`config.mk`:
```
export PLATFORM = sky130hd
export DESIGN_NAME = cmp_timer
export DESIGN_NICKNAME = d
export VERILOG_FILES = /design/src/rtl/cmp_timer_pkg.sv /design/src/rtl/cmp_timer_counter.sv /design/src/rtl/cmp_timer_compare.sv /design/src/rtl/cmp_timer_wave.sv /design/src/rtl/cmp_timer.sv
export SDC_FILE = /design/constraint.sdc
export NUM_CORES = 1
export LEC_CHECK = 0
export BUFFER_PORTS_ARGS = -buffer_cell sky130_fd_sc_hd__buf_4
export CELL_PAD_IN_SITES_DETAIL_PLACEMENT = 1
export CELL_PAD_IN_SITES_GLOBAL_PLACEMENT = 2
export CORE_MARGIN = 10
export CORE_UTILIZATION = 28
export DETAILED_ROUTE_END_ITERATION = 10
export GPL_TIMING_DRIVEN = 0
export MAX_ROUTING_LAYER = met4
export PLACE_DENSITY = 0.81
export SYNTH_ARGS = -nofsm -noshare
export SYNTH_HDL_FRONTEND = slang
export SYNTH_SLANG_ARGS = --single-unit
```
`constraint.sdc`:
```
create_clock -name clk -period 1.8 [get_ports clk]
set_input_delay 0.27 -clock clk [delete_from_list [all_inputs] [get_ports clk]]
set_output_delay 0.27 -clock clk [all_outputs]
set_load 0.01 [all_outputs]
```
`src/rtl/cmp_timer_pkg.sv`:
```
// Shared encodings for the timer output compare unit.
// Assumes a 2-bit waveform mode and a 2-bit output action select.
package cmp_timer_pkg;

    typedef enum logic [1:0] {
        WG_NORMAL = 2'b00,
        WG_CTC    = 2'b01,
        WG_FAST   = 2'b10,
        WG_PHASE  = 2'b11
    } wg_mode_e;

    typedef enum logic [1:0] {
        ACT_HOLD   = 2'b00,
        ACT_TOGGLE = 2'b01,
        ACT_LOW    = 2'b10,
        ACT_HIGH   = 2'b11
    } out_act_e;

    // True for both PWM modes, which share the upper mode bit.
    function automatic logic is_pwm(input wg_mode_e m);
        return m[1];
    endfunction

    // Next output level for a non-PWM compare event.
    function automatic logic apply_act(input out_act_e a, input logic cur);
        case (a)
            ACT_TOGGLE: return ~cur;
            ACT_LOW:    return 1'b0;
            ACT_HIGH:   return 1'b1;
            default:    return cur;
        endcase
    endfunction

endpackage

```
`src/rtl/cmp_timer_counter.sv`:
```
// Counter and direction logic.
// Counts on tick_en, and a CPU write takes priority over a tick.
// Derives the top-of-sequence event used for shadow copies and fast PWM wrap.
// Assumes match_hit is already qualified by blocking and tick_en.
module cmp_timer_counter
    import cmp_timer_pkg::*;
#(
    parameter int W = 8
) (
    input  logic         clk,
    input  logic         rst_n,
    input  logic         tick_en,
    input  logic         cnt_we,
    input  logic [W-1:0] cnt_wdata,
    input  wg_mode_e     mode,
    input  logic         match_hit,
    output logic [W-1:0] count,
    output logic         count_up,
    output logic         top_evt
);
    localparam logic [W-1:0] CNT_MAX  = {W{1'b1}};
    localparam logic [W-1:0] CNT_ZERO = '0;
    localparam logic [W-1:0] CNT_ONE  = {{(W-1){1'b0}}, 1'b1};

    logic [W-1:0] cnt_q, cnt_d;
    logic         up_q, up_d;
    logic         adv;

    assign adv = tick_en && !cnt_we;

    // Top of sequence: 0xFF in every mode, and only while rising in phase-correct.
    assign top_evt = adv && (cnt_q == CNT_MAX) && (mode != WG_PHASE || up_q);

    // Next counter value and direction.
    always_comb begin
        cnt_d = cnt_q;
        up_d  = up_q;
        if (cnt_we) begin
            cnt_d = cnt_wdata;
        end else if (tick_en) begin
            case (mode)
                WG_CTC: cnt_d = match_hit ? CNT_ZERO : cnt_q + CNT_ONE;
                WG_PHASE: begin
                    if (up_q) begin
                        if (cnt_q == CNT_MAX) begin
                            cnt_d = CNT_MAX - CNT_ONE;
                            up_d  = 1'b0;
                        end else begin
                            cnt_d = cnt_q + CNT_ONE;
                        end
                    end else begin
                        if (cnt_q == CNT_ZERO) begin
                            cnt_d = CNT_ONE;
                            up_d  = 1'b1;
                        end else begin
                            cnt_d = cnt_q - CNT_ONE;
                        end
                    end
                end
                default: cnt_d = cnt_q + CNT_ONE;
            endcase
        end
        if (mode != WG_PHASE) up_d = 1'b1;
    end

    // Counter and direction registers.
    always_ff @(posedge clk) begin
        if (!rst_n) begin
            cnt_q <= '0;
            up_q  <= 1'b1;
        end else begin
            cnt_q <= cnt_d;
            up_q  <= up_d;
        end
    end

    assign count    = cnt_q;
    assign count_up = up_q;


    hold_when_idle_chk: assert property (@(posedge clk) disable iff (!rst_n)
        (!tick_en && !cnt_we) |=> $stable(cnt_q));


    ctc_clear_chk: assert property (@(posedge clk) disable iff (!rst_n)
        (mode == WG_CTC && match_hit && !cnt_we) |=> (cnt_q == CNT_ZERO));

endmodule

```
`src/rtl/cmp_timer_compare.sv`:
```
// Compare value storage and match detection.
// Holds the shadow register and the live compare value, plus the block armed by counter writes.
// Assumes top_evt comes from the counter and is already gated by tick_en.
module cmp_timer_compare
    import cmp_timer_pkg::*;
#(
    parameter int W = 8
) (
    input  logic         clk,
    input  logic         rst_n,
    input  wg_mode_e     mode,
    input  logic         cmp_we,
    input  logic [W-1:0] cmp_wdata,
    input  logic         cnt_we,
    input  logic         tick_en,
    input  logic [W-1:0] count,
    input  logic         top_evt,
    output logic [W-1:0] cmp_live,
    output logic         match_hit
);
    logic [W-1:0] shadow_q;
    logic [W-1:0] live_q;
    logic         block_q;
    logic         pwm;

    assign pwm = is_pwm(mode);

    // Shadow register always tracks CPU compare writes.
    always_ff @(posedge clk) begin
        if (!rst_n)      shadow_q <= '0;
        else if (cmp_we) shadow_q <= cmp_wdata;
    end

    // Live compare value: direct write outside PWM, copy from shadow at top in PWM.
    always_ff @(posedge clk) begin
        if (!rst_n)                live_q <= '0;
        else if (!pwm && cmp_we)   live_q <= cmp_wdata;
        else if (pwm && top_evt)   live_q <= shadow_q;
    end

    // Block armed by a counter write, released by the next enabled tick.
    always_ff @(posedge clk) begin
        if (!rst_n)       block_q <= 1'b0;
        else if (cnt_we)  block_q <= 1'b1;
        else if (tick_en) block_q <= 1'b0;
    end

    assign match_hit = tick_en && !cnt_we && !block_q && (count == live_q);
    assign cmp_live  = live_q;


    block_persist_chk: assert property (@(posedge clk) disable iff (!rst_n)
        (cnt_we && !tick_en) |=> !match_hit);


    block_hold_chk: assert property (@(posedge clk) disable iff (!rst_n)
        (block_q && !tick_en && !cnt_we) |=> block_q);


    direct_write_chk: assert property (@(posedge clk) disable iff (!rst_n)
        (!pwm && cmp_we) |=> (live_q == $past(cmp_wdata)));


    shadow_only_chk: assert property (@(posedge clk) disable iff (!rst_n)
        (pwm && !top_evt) |=> $stable(live_q));

endmodule

```
`src/rtl/cmp_timer_wave.sv`:
```
// Waveform output register.
// Applies the selected output action on matches, forced compares and the fast PWM wrap.
// Assumes count_up reflects the direction of the count value being compared.
module cmp_timer_wave
    import cmp_timer_pkg::*;
(
    input  logic     clk,
    input  logic     rst_n,
    input  wg_mode_e mode,
    input  out_act_e act,
    input  logic     match_hit,
    input  logic     force_stb,
    input  logic     top_evt,
    input  logic     count_up,
    output logic     wave
);
    logic wave_q, wave_d;

    // Output action per mode; in fast PWM a match overrides the wrap action.
    always_comb begin
        wave_d = wave_q;
        case (mode)
            WG_FAST: begin
                if (top_evt) begin
                    if (act == ACT_LOW)  wave_d = 1'b1;
                    if (act == ACT_HIGH) wave_d = 1'b0;
                end
                if (match_hit) begin
                    if (act == ACT_LOW)  wave_d = 1'b0;
                    if (act == ACT_HIGH) wave_d = 1'b1;
                end
            end
            WG_PHASE: begin
                if (match_hit) begin
                    if (act == ACT_LOW)  wave_d = !count_up;
                    if (act == ACT_HIGH) wave_d = count_up;
                end
            end
            default: begin
                if (match_hit || force_stb) wave_d = apply_act(act, wave_q);
            end
        endcase
    end

    // Output register; unaffected by mode changes.
    always_ff @(posedge clk) begin
        if (!rst_n) wave_q <= 1'b0;
        else        wave_q <= wave_d;
    end

    assign wave = wave_q;


    force_ignored_pwm_chk: assert property (@(posedge clk) disable iff (!rst_n)
        (is_pwm(mode) && force_stb && !match_hit && !top_evt) |=> $stable(wave_q));


    toggle_on_match_chk: assert property (@(posedge clk) disable iff (!rst_n)
        (!is_pwm(mode) && act == ACT_TOGGLE && match_hit) |=> (wave_q != $past(wave_q)));


    fast_wrap_set_chk: assert property (@(posedge clk) disable iff (!rst_n)
        (mode == WG_FAST && act == ACT_LOW && top_evt && !match_hit) |=> wave_q);

endmodule

```
`src/rtl/cmp_timer.sv`:
```
// Top of the timer output compare unit.
// Wires counter, compare and waveform stages and keeps the sticky match flag.
// Assumes all CPU strobes are single-cycle and synchronous to clk.
module cmp_timer
    import cmp_timer_pkg::*;
#(
    parameter int W = 8
) (
    input  logic         clk,
    input  logic         rst_n,
    input  logic         tick_en,
    input  logic         cnt_we,
    input  logic [W-1:0] cnt_wdata,
    input  logic         cmp_we,
    input  logic [W-1:0] cmp_wdata,
    input  logic [1:0]   wg_mode,
    input  logic [1:0]   out_mode,
    input  logic         force_stb,
    input  logic         flag_clr,
    output logic [W-1:0] count,
    output logic [W-1:0] cmp_live,
    output logic         match_flag,
    output logic         wave_out
);
    wg_mode_e     mode;
    out_act_e     act;
    logic         match_hit;
    logic         top_evt;
    logic         count_up;
    logic         flag_q;
    logic [W-1:0] cnt_val;
    logic [W-1:0] live_val;

    assign mode = wg_mode_e'(wg_mode);
    assign act  = out_act_e'(out_mode);

    cmp_timer_counter #(.W(W)) u_counter (
        .clk       (clk),
        .rst_n     (rst_n),
        .tick_en   (tick_en),
        .cnt_we    (cnt_we),
        .cnt_wdata (cnt_wdata),
        .mode      (mode),
        .match_hit (match_hit),
        .count     (cnt_val),
        .count_up  (count_up),
        .top_evt   (top_evt)
    );

    cmp_timer_compare #(.W(W)) u_compare (
        .clk       (clk),
        .rst_n     (rst_n),
        .mode      (mode),
        .cmp_we    (cmp_we),
        .cmp_wdata (cmp_wdata),
        .cnt_we    (cnt_we),
        .tick_en   (tick_en),
        .count     (cnt_val),
        .top_evt   (top_evt),
        .cmp_live  (live_val),
        .match_hit (match_hit)
    );

    cmp_timer_wave u_wave (
        .clk       (clk),
        .rst_n     (rst_n),
        .mode      (mode),
        .act       (act),
        .match_hit (match_hit),
        .force_stb (force_stb),
        .top_evt   (top_evt),
        .count_up  (count_up),
        .wave      (wave_out)
    );

    // Sticky match flag: set by a real match, cleared by the CPU.
    always_ff @(posedge clk) begin
        if (!rst_n)         flag_q <= 1'b0;
        else if (match_hit) flag_q <= 1'b1;
        else if (flag_clr)  flag_q <= 1'b0;
    end

    assign count      = cnt_val;
    assign cmp_live   = live_val;
    assign match_flag = flag_q;


    force_no_flag_chk: assert property (@(posedge clk) disable iff (!rst_n)
        (force_stb && !match_hit && !flag_q) |=> !flag_q);


    flag_on_match_chk: assert property (@(posedge clk) disable iff (!rst_n)
        match_hit |=> flag_q);

endmodule

```
==> metrics.md, run 1 <==
| Metric | Value |
|---|---|
| Starting Density | `29.3%` |
| Synth Area in Adders | `between 1.5 and 2%` |
| Filler cell count | `772` |
| WHS | `0.209 ns` |
| Largest net degree at the start of global routing | `17` |
| Complex-gate fraction of the synthesized area | `a little over a fifth` |
| Min Tclk post-route | `roughly 2 ns` |
| Hold crit path type | `primary input to flop` |
| Final setup violation count | `9` |
| Worst EP required | `roughly 2.0 ns` |
| Yosys top cell area share | `29.6%` |
| Crit path launch | `u_counter.count[1]` |
| Worst path top cell family by delay | `simple AND/OR/NAND/NOR gates` |
| Outcome | `finished with violations` |
| Ys Warns | `0` |
| Worst Path Max Fanout | `7` |
| Worst slew margin | `between 50% and 60%` |
| Setup ws final | `-0.217 ns` |
| Met1 Use GR | `16.0%` |
| Commonest non-fill, non-tap cell in the layout | `buf_4` |
| Mean cell area of the mapped netlist | `about 8 um2` |
| Max-cap violation count | `0` |
| Kind of critical path | `flop to flop` |
| Synth area leaders | `dfxtp_1 (30%), mux2i_1 (9.5%), nor2_1 (5.6%), xor2_1 (4.2%), xnor2_1 (3.7%)` |
| #FFs+latches synth | `28` |
| Worst-path cell chain | `xor2_1 > or4_4 > nor4_4 > buf_4 > and2_4 > o21ai_2 > a32o_1` |
| Most crowded layer after global routing | `met2` |
| Syn-to-layout area delta | `41.2%` |
| H-Tree Depth | `1` |
| WL/cell | `between 15 and 20 um` |
| Most frequent cells in the layout | `buf_4 (58), nor2_1 (27), dfxtp_1 (21)` |
| CP max stage delay | `0.54 ns` |
| TNS Setup | `-1.52 ns` |
| Slowest stage cell on the critical path | `or4_4` |
| Antenna Nets Post-Route | `0` |
| Layout Skew | `0.00836 ns` |
| Proportion of synthesized area in mux cells | `9.53%` |
| Final period utilization | `112%` |
| Detailed Place HPWL | `approximately 4800 um` |
| CTS tree | `yes` |
| Clock Pin Slew Worst Setup and Hold Paths | `roughly 0.12 ns` |
| CTS Buffer Depth | `2` |
| CTS root buf | `clkbuf_8` |
| Final wirelength | `about 6900 um` |
| Fin nets | `325` |
| Initial antenna violation count | `0` |
| Syn_nets | `between 200 and 300` |
| Die H | `between 100 and 150 um` |
| Post-Syn Area | `approximately 1900 um2` |
| Critical path capture point type | `flop` |
| Failing checks | `negative setup slack` |
| Port bufs | `42` |
| Remaining DRCs | `0` |
| Die ar. | `approximately 10,000 um2` |
| Worst Max-Slew Pin Slew | `slightly above 0.6 ns` |
| Worst Setup Start Kind | `flop` |
| Post-Syn Instances | `around 230` |
| Worst r2r src | `u_counter.count[1]` |
| Die width | `roughly 100 um` |
| Sequential share of the synthesized area | `29.6%` |
| First-pass GRT wire length | `roughly 11,000 um` |
| Ant diodes | `0` |
| Via count | `just under 2,000` |
| Largest family of logic cells by synthesized area | `simple AND/OR/NAND/NOR gates` |
| Final RePlAce weighted congestion | `0.820` |
| IR drop worst, VDD | `approximately 360 uV` |
| Design Power | `~0.0017 W` |
| CORE AREA | `roughly 6500 um2` |
| Count of cell types in the netlist | `48` |
| Worst path bufs/invs | `1` |
| Max Fclk | `between 0.4 and 0.5 GHz` |
| Unrepaired setup endpoints after global routing | `yes` |
| Worst path arrival time | `about 2.2 ns` |
| Ports | `45` |
| DRT Pass-1 Iters | `4` |
| Clock latency on the worst-skew pair | `about 0.30 ns` |
| Pwr Density | `around 660 nW/um2` |
| CTS Sinks | `28` |
| Post-Synth XOR/XNOR Area | `under 10%` |
| Grt ovf | `0` |
| Leakage | `between 1 and 1.5 nW` |
| Synth Area in Simple Gates | `roughly 22%` |
| Gr usage total | `between 10% and 20%` |
| Vias per cell | `roughly 5.3` |
| Num CTS Buffers | `3` |
| Layout cells sized above 1 | `roughly 35%` |
| Num rows | `29` |
| GRT met2 Usage | `21.6%` |
| Final Hold Fails | `0` |
| Hold Startpoint | `cmp_wdata[4]` |
| Max-slew violation count | `0` |
| DRT iter0 DRCs | `73` |
| Synth area leader | `dfxtp_1` |
| Global-route met3 utilization | `approximately 2.1%` |
| Number of global-route vias before repair | `2,053` |
## worst min-delay path, delay by kind of cell
kind | cells | cell delay (ns)
buffers and inverters | 1 | 0.08
multiplexers | 1 | 0.05
AND/OR/NAND/NOR | 1 | 0.07
## synthesized netlist by cell type (all sizes together)
master	number
a211oi	9
a21boi	3
a21o	3
a21oi	11
a221oi	2
a22oi	1
a311oi	1
a31o	1
a31oi	2
a32o	3
a32oi	1
and2	1
and3	3
and4	1
buf	7
clkbuf	9
dfxtp	28
ha	3
inv	9
mux2i	18
nand2	18
nand2b	3
nand3	6
nand4	3
nor2	28
nor2b	2
nor3	4
nor3b	5
nor4	2
nor4b	1
o21ai	12
o21bai	1
o221ai	1
o22ai	2
o311ai	1
o31ai	3
o41ai	2
or3	3
or3b	1
or4	1
xnor2	8
xor2	9
## final cells by class
type / instances / area, um2 / share of cell area, %
Multi-Input combinational cell: 179 / 1290 / 48.5
Sequential cell: 28 / 579 / 21.7
Timing Repair Buffer: 60 / 470 / 17.6
Buffer: 14 / 123 / 4.59
Tap cell: 77 / 96.3 / 3.61
Clock buffer: 3 / 41.3 / 1.55
Inverter: 9 / 33.8 / 1.27
Clock inverter: 1 / 30.0 / 1.13
## what timing repair did
item                       4_1_cts  5_1_grt
hold buffers                     0        0
resized for setup               17       22
setup endpoints to repair       19       18
setup buffers                   11        7
hold endpoints to repair         0        0
pin swaps                        4       11
## metal layers
metal  vias to the layer above  routed length (um)
met5                         -                   0
met4                         0                 104
met3                        10                 223
met2                        41                3400
met1                       956                3170
li1                        964                   -
## where the power goes
| part | internal [W] | switching (W) |
|---|---|---|
| clock network | 0.000299 | 0.000244 |
| registers | 0.000657 | 0.0000434 |
| logic | 0.000251 | 0.000255 |
| total | 0.00121 | 0.000543 |
## registers in the layout, indices dropped and copies added (netlist names)
name	flops
u_counter.count_up	1
u_compare.shadow_q	8
u_wave.wave	1
match_flag	1
u_compare.cmp_live	8
u_compare.block_q	1
u_counter.count	8
## kinds of logic (layout without fill, tap and decap cells)
family / after synthesis / in the layout
fa+ha+maj: 3 / 3
buf+inv: 25 / 87
compound gates: 59 / 59
mux: 18 / 18
simple gates: 82 / 82
xor+xnor: 17 / 17
flops: 28 / 28
## stage by stage
step | worst slack [ns] | cell area [um2] | std cells | util, %
global route | -0.286 | 2670 | 371 | 41.3
CTS | -0.287 | 2510 | 364 | 38.9
detailed placement | -0.437 | 2320 | 351 | 36.0
floorplan | -0.178 | 1910 | 232 | -
global placement | -0.471 | 2320 | 351 | 36.0
finish | -0.217 | 2670 | 371 | 41.3
## path summary, 6_finish.rpt
path	endpoint	slack [ns]	depth (start not counted)
worst max-delay path	u_counter.count[3]	-0.22	7
worst max register to register	u_counter.count[3]	-0.22	7
worst min register to register	u_compare.shadow_q[3]	0.50	2
worst min-delay path	u_compare.shadow_q[4]	0.21	3
Note: power is estimated with default switching activity, not from simulation.
==> inputs of run 2 (changes only) <==
- SKIP_LAST_GASP: default -> 1
==> metrics.md, run 2 (synthesis gave the netlist of run 1 again) <==
| Metric | Value |
|---|---|
| First-pass GRT wire length | `~11,000 um` |
| Min Tclk post-route | `2.02 ns` |
| Critical path capture point type | `flop` |
| Clock Pin Slew Worst Setup and Hold Paths | `0.11 ns` |
| Die H | `102 um` |
| Worst path arrival time | `around 2.2 ns` |
| Most frequent cells in the layout | `buf_4 (58), nor2_1 (27), dfxtp_1 (21)` |
| Max-cap violation count | `0` |
| Layout cells sized above 1 | `34.7%` |
| Pwr Density | `between 600 and 700 nW/um2` |
| Worst Setup Start Kind | `flop` |
| IR drop worst, VDD | `approximately 380 uV` |
| Hold crit path type | `primary input to flop` |
| Final Hold Fails | `0` |
| Num CTS Buffers | `3` |
| Die ar. | `between 10,000 and 15,000 um2` |
| Hold-fix buffers, CTS | `0` |
| Via count | `roughly 2,000` |
| Syn-to-layout area delta | `40.4%` |
| Non-Filler Instances | `roughly 370` |
| Number of global-route vias before repair | `between 2,000 and 2,500` |
| Commonest non-fill, non-tap cell in the layout | `buf_4` |
| Placed Area | `around 2300 um2` |
| Worst Path Max Fanout | `7` |
| DRT iter0 DRCs | `110` |
| Largest net degree at the start of global routing | `17` |
| TNS Setup | `-1.52 ns` |
| Final setup violation count | `9` |
| WL/cell | `roughly 18 um` |
| Final wirelength | `between 6000 and 7000 um` |
| Gr usage total | `13.0%` |
| R2R setup slack | `-0.22 ns` |
| Ports | `between 40 and 50` |
| Design Power | `around 0.0017 W` |
| Unrepaired setup endpoints after global routing | `yes` |
| CTS tree | `yes` |
| Setup ws final | `-0.218 ns` |
| Max-slew violation count | `0` |
| CTS root buf | `clkbuf_8` |
| Grt ovf | `0` |
| Num rows | `29` |
| Filler cell count | `just under 800` |
| H-Tree Depth | `1` |
| Remaining DRCs | `0` |
| Die width | `a little over 100 um` |
| Placed Instances | `351` |
| Worst slew margin | `about three fifths` |
| Leakage | `about 1.1 nW` |
| Clock latency on the worst-skew pair | `about 0.29 ns` |
| WHS | `around 0.22 ns` |
| Final RePlAce weighted congestion | `0.820` |
| Port bufs | `42` |
| Vias per cell | `roughly 5.3` |
| Max Fclk | `about 0.5 GHz` |
| Initial antenna violation count | `0` |
| Antenna Nets Post-Route | `0` |
| Layout Skew | `0.00370 ns` |
| CTS Sinks | `28` |
| CORE AREA | `~6500 um2` |
| Final instance area | `approximately 2700 um2` |
| CTS Buffer Depth | `2` |
| Ant diodes | `0` |
| Outcome | `finished with violations` |
| Final period utilization | `112%` |
| Worst Max-Slew Pin Slew | `roughly 0.62 ns` |
| Fin nets | `between 300 and 400` |
| DRT Pass-1 Iters | `4` |
| Detailed Place HPWL | `~4800 um` |
| Starting Density | `around 30%` |
| Kind of critical path | `flop to flop` |
| Failing checks | `negative setup slack` |
| Worst EP required | `a little under 2 ns` |
## run 2: cell types whose count changed in the layout (fill, tap and decap cells not counted)
cell,before,now
a211oi_1,5,7
a211oi_2,4,2
nor2_2,0,1
nor2_4,1,0
## run 2: area by class of cell
cell class              instances  area, um2  area share (%)
well taps                      77       96.3            3.63
inverters                       9       33.8            1.27
multi-input cells             179       1280            48.2
flip-flops and latches         28        579            21.8
repair buffers                 60        470            17.7
clock buffers                   3       41.3            1.56
plain buffers                  14        123            4.62
clock inverters                 1       30.0            1.13
## run 2: routing by layer
layer / vias to the layer above / GRT usage [%] / part of all wire [%]
li1: 961 / - / -
met1: 949 / 16.0 / 46
met2: 35 / 21.6 / 49
met3: 7 / 2.09 / 3.0
met4: 0 / 3.47 / 1.2
met5: - / - / 0
## run 2: path summary, 6_finish.rpt
kind                               from                     to  cells past startpoint
hold / removal             cmp_wdata[4]  u_compare.shadow_q[4]                      3
setup reg to reg     u_counter.count[1]     u_counter.count[3]                      7
hold reg to reg   u_compare.shadow_q[3]  u_compare.shadow_q[3]                      2
setup / recovery     u_counter.count[1]     u_counter.count[3]                      7
## run 2: repair_timing
action,4_1_cts,5_1_grt
gates cloned,0,0
buffers inserted,11,7
pin swaps,4,11
gates resized for setup,15,21
setup endpoints to repair,19,18
## run 2: worst max-delay path, stage by stage, from the launching register on
cell and delay, ns:
dfxtp_4 0.38, xor2_1 0.17, or4_4 0.54, nor4_4 0.15, buf_4 0.20, and2_4 0.17, o21ai_2 0.06, a32o_1 0.25
## run 2: metrics by stage
step / utilization [%] / worst slack [ns]
finish: 41.1 / -0.218
global route: 41.1 / -0.286
CTS: 38.8 / -0.287
detailed placement: 36.0 / -0.437
global placement: 36.0 / -0.471
floorplan: - / -0.178
## run 2: report_power, final
group | switching, W | total [W] | leakage [nW] | internal (W)
Combinational | 0.000253 | 0.000503 | 0.863 | 0.000250
Clock | 0.000237 | 0.000536 | 0.0357 | 0.000299
Sequential | 0.0000431 | 0.000700 | 0.234 | 0.000657
==> inputs of run 3 (changes only) <==
- CORE_UTILIZATION: 28 -> 33
- PLACE_DENSITY: 0.81 -> 0.89
- clock period: 1.8 -> 2.36 ns (I/O delays scaled with it)
==> metrics.md, run 3 (synthesis gave the netlist of run 1 again) <==
| Metric | Value |
|---|---|
| Outcome | `completed` |
| Final setup violation count | `0` |
| H-Tree Depth | `1` |
| Design Power | `0.00124 W` |
| Die width | `95.7 um` |
| Die ar. | `around 9200 um2` |
| Final core occ | `between 40% and 50%` |
| CTS tree | `yes` |
| Max-cap violation count | `0` |
| DRT Pass-1 Iters | `4` |
| CORE AREA | `about 5500 um2` |
| Filler cell count | `between 600 and 700` |
| Worst EP required | `2.53 ns` |
| R2R setup slack | `0.15 ns` |
| First-pass GRT wire length | `9660 um` |
| Port bufs | `42` |
| Pwr Density | `around 520 nW/um2` |
| Kind of critical path | `flop to flop` |
| Worst Path Max Fanout | `10` |
| Remaining DRCs | `0` |
| Worst path arrival time | `2.38 ns` |
| CTS root buf | `clkbuf_8` |
| Num CTS Buffers | `3` |
| Clock latency on the worst-skew pair | `0.28 ns` |
| CTS Buffer Depth | `2` |
| Reg area | `approximately 560 um2` |
| Min-Delay Path Depth | `3` |
| Hold-fix buffers, CTS | `0` |
| DRT iter0 DRCs | `79` |
| Worst Setup Start Kind | `flop` |
| Final RePlAce weighted congestion | `roughly 0.85` |
| Max Fclk | `~0.45 GHz` |
| Ports | `between 40 and 50` |
| Critical path capture point type | `flop` |
| Number of global-route vias before repair | `slightly below 2,000` |
| Final wirelength | `a little under 6000 um` |
| Commonest non-fill, non-tap cell in the layout | `buf_4` |
| Hold crit path type | `primary input to flop` |
| Antenna Nets Post-Route | `0` |
| Via count | `about 1,800` |
| Starting Density | `about a third` |
| Initial antenna violation count | `0` |
| Layout Skew | `0.00393 ns` |
| Multi-input gate area | `approximately 1200 um2` |
| Unrepaired setup endpoints after global routing | `no` |
| IR drop worst, VDD | `between 200 and 250 uV` |
| WL/cell | `roughly 17 um` |
| Num rows | `27` |
| Min Tclk post-route | `roughly 2.2 ns` |
| Gr usage total | `a little over an eighth` |
| Most frequent cells in the layout | `buf_4 (45), nor2_1 (28), dfxtp_1 (26)` |
| Fin nets | `a little over 300` |
| Worst Max-Slew Pin Slew | `between 0.6 and 0.7 ns` |
| Leakage | `about 1.0 nW` |
| Syn-to-layout area delta | `26.6%` |
| Final period utilization | `a little over nine tenths` |
| Largest net degree at the start of global routing | `17` |
| Detailed Place HPWL | `approximately 4600 um` |
| Vias per cell | `just over 5` |
| CTS Sinks | `28` |
| Grt ovf | `0` |
| Die H | `~96 um` |
| Final Hold Fails | `0` |
| Worst reg-to-reg path cell count | `8` |
| Clock Pin Slew Worst Setup and Hold Paths | `about 0.1 ns` |
| TNS Setup | `0 ns` |
| Ant diodes | `0` |
| Layout cells sized above 1 | `roughly a quarter` |
| Worst slew margin | `57.1%` |
| Max-slew violation count | `0` |
[run 3: worst paths after layout]
check | start | to
worst max-delay path | u_counter.count[3] | u_wave.wave
worst min-delay path | cmp_wdata[2] | u_compare.shadow_q[2]
worst max register to register | u_counter.count[3] | u_wave.wave
worst min register to register | match_flag | match_flag
[run 3: what timing repair did]
item | in CTS | in global routing
pin swaps | 1 | 0
resized for setup | 0 | 4
setup buffers | 1 | 1
setup endpoints to repair | 1 | 16
gates cloned | 0 | 0
[run 3: cell type report]
class / count / share of cell area [%]
buffer: 16 / 4.60
clock buffer: 3 / 1.73
clock inverter: 1 / 1.25
inverter: 9 / 1.41
multi-input combinational: 179 / 49.9
sequential: 28 / 23.5
tap: 72 / 3.76
timing repair buffer: 44 / 13.8
[run 3: worst max-delay path: stages (launching register included)]
cell and delay, ns:
dfxtp_1 0.42, buf_2 0.25, and4_1 0.29, nand4_1 0.11
buf_4 0.19, o41ai_1 0.30, a31oi_1 0.07, a311oi_1 0.31
o21ai_0 0.14
[run 3: power breakdown]
group | leakage, nW | switching (W) | total [W] | internal, W
clock network | 0.0357 | 0.000164 | 0.000391 | 0.000227
logic | 0.759 | 0.000170 | 0.000324 | 0.000155
registers | 0.231 | 0.0000273 | 0.000529 | 0.000502
total | 1.03 | 0.000361 | 0.00124 | 0.000884
[run 3: per-stage QoR]
| stage | instance area (um2) | setup slack, ns | hold slack, ns | std cells |
|---|---|---|---|---|
| final | 2390 | 0.151 | 0.314 | 352 |
| after global routing | 2390 | 0.000131 | 0.310 | 352 |
| after CTS | 2370 | 0.00669 | 0.310 | 351 |
| after detailed placement | 2300 | 0.0126 | 0.483 | 346 |
| after global placement | 2300 | 0.0353 | 0.471 | 346 |
| after floorplan | 1890 | 0.329 | 0.457 | 232 |
[run 3: routing by layer]
metal  wire length [um]  track usage, %  up-vias  part of all wire, %
met5                  0               -        -                    0
met4                 57            2.46        0                 0.97
met3                166            2.49        7                  2.8
met2               2780            22.9       34                   47
met1               2850            16.5      842                   49
li1                   -               -      938                    -
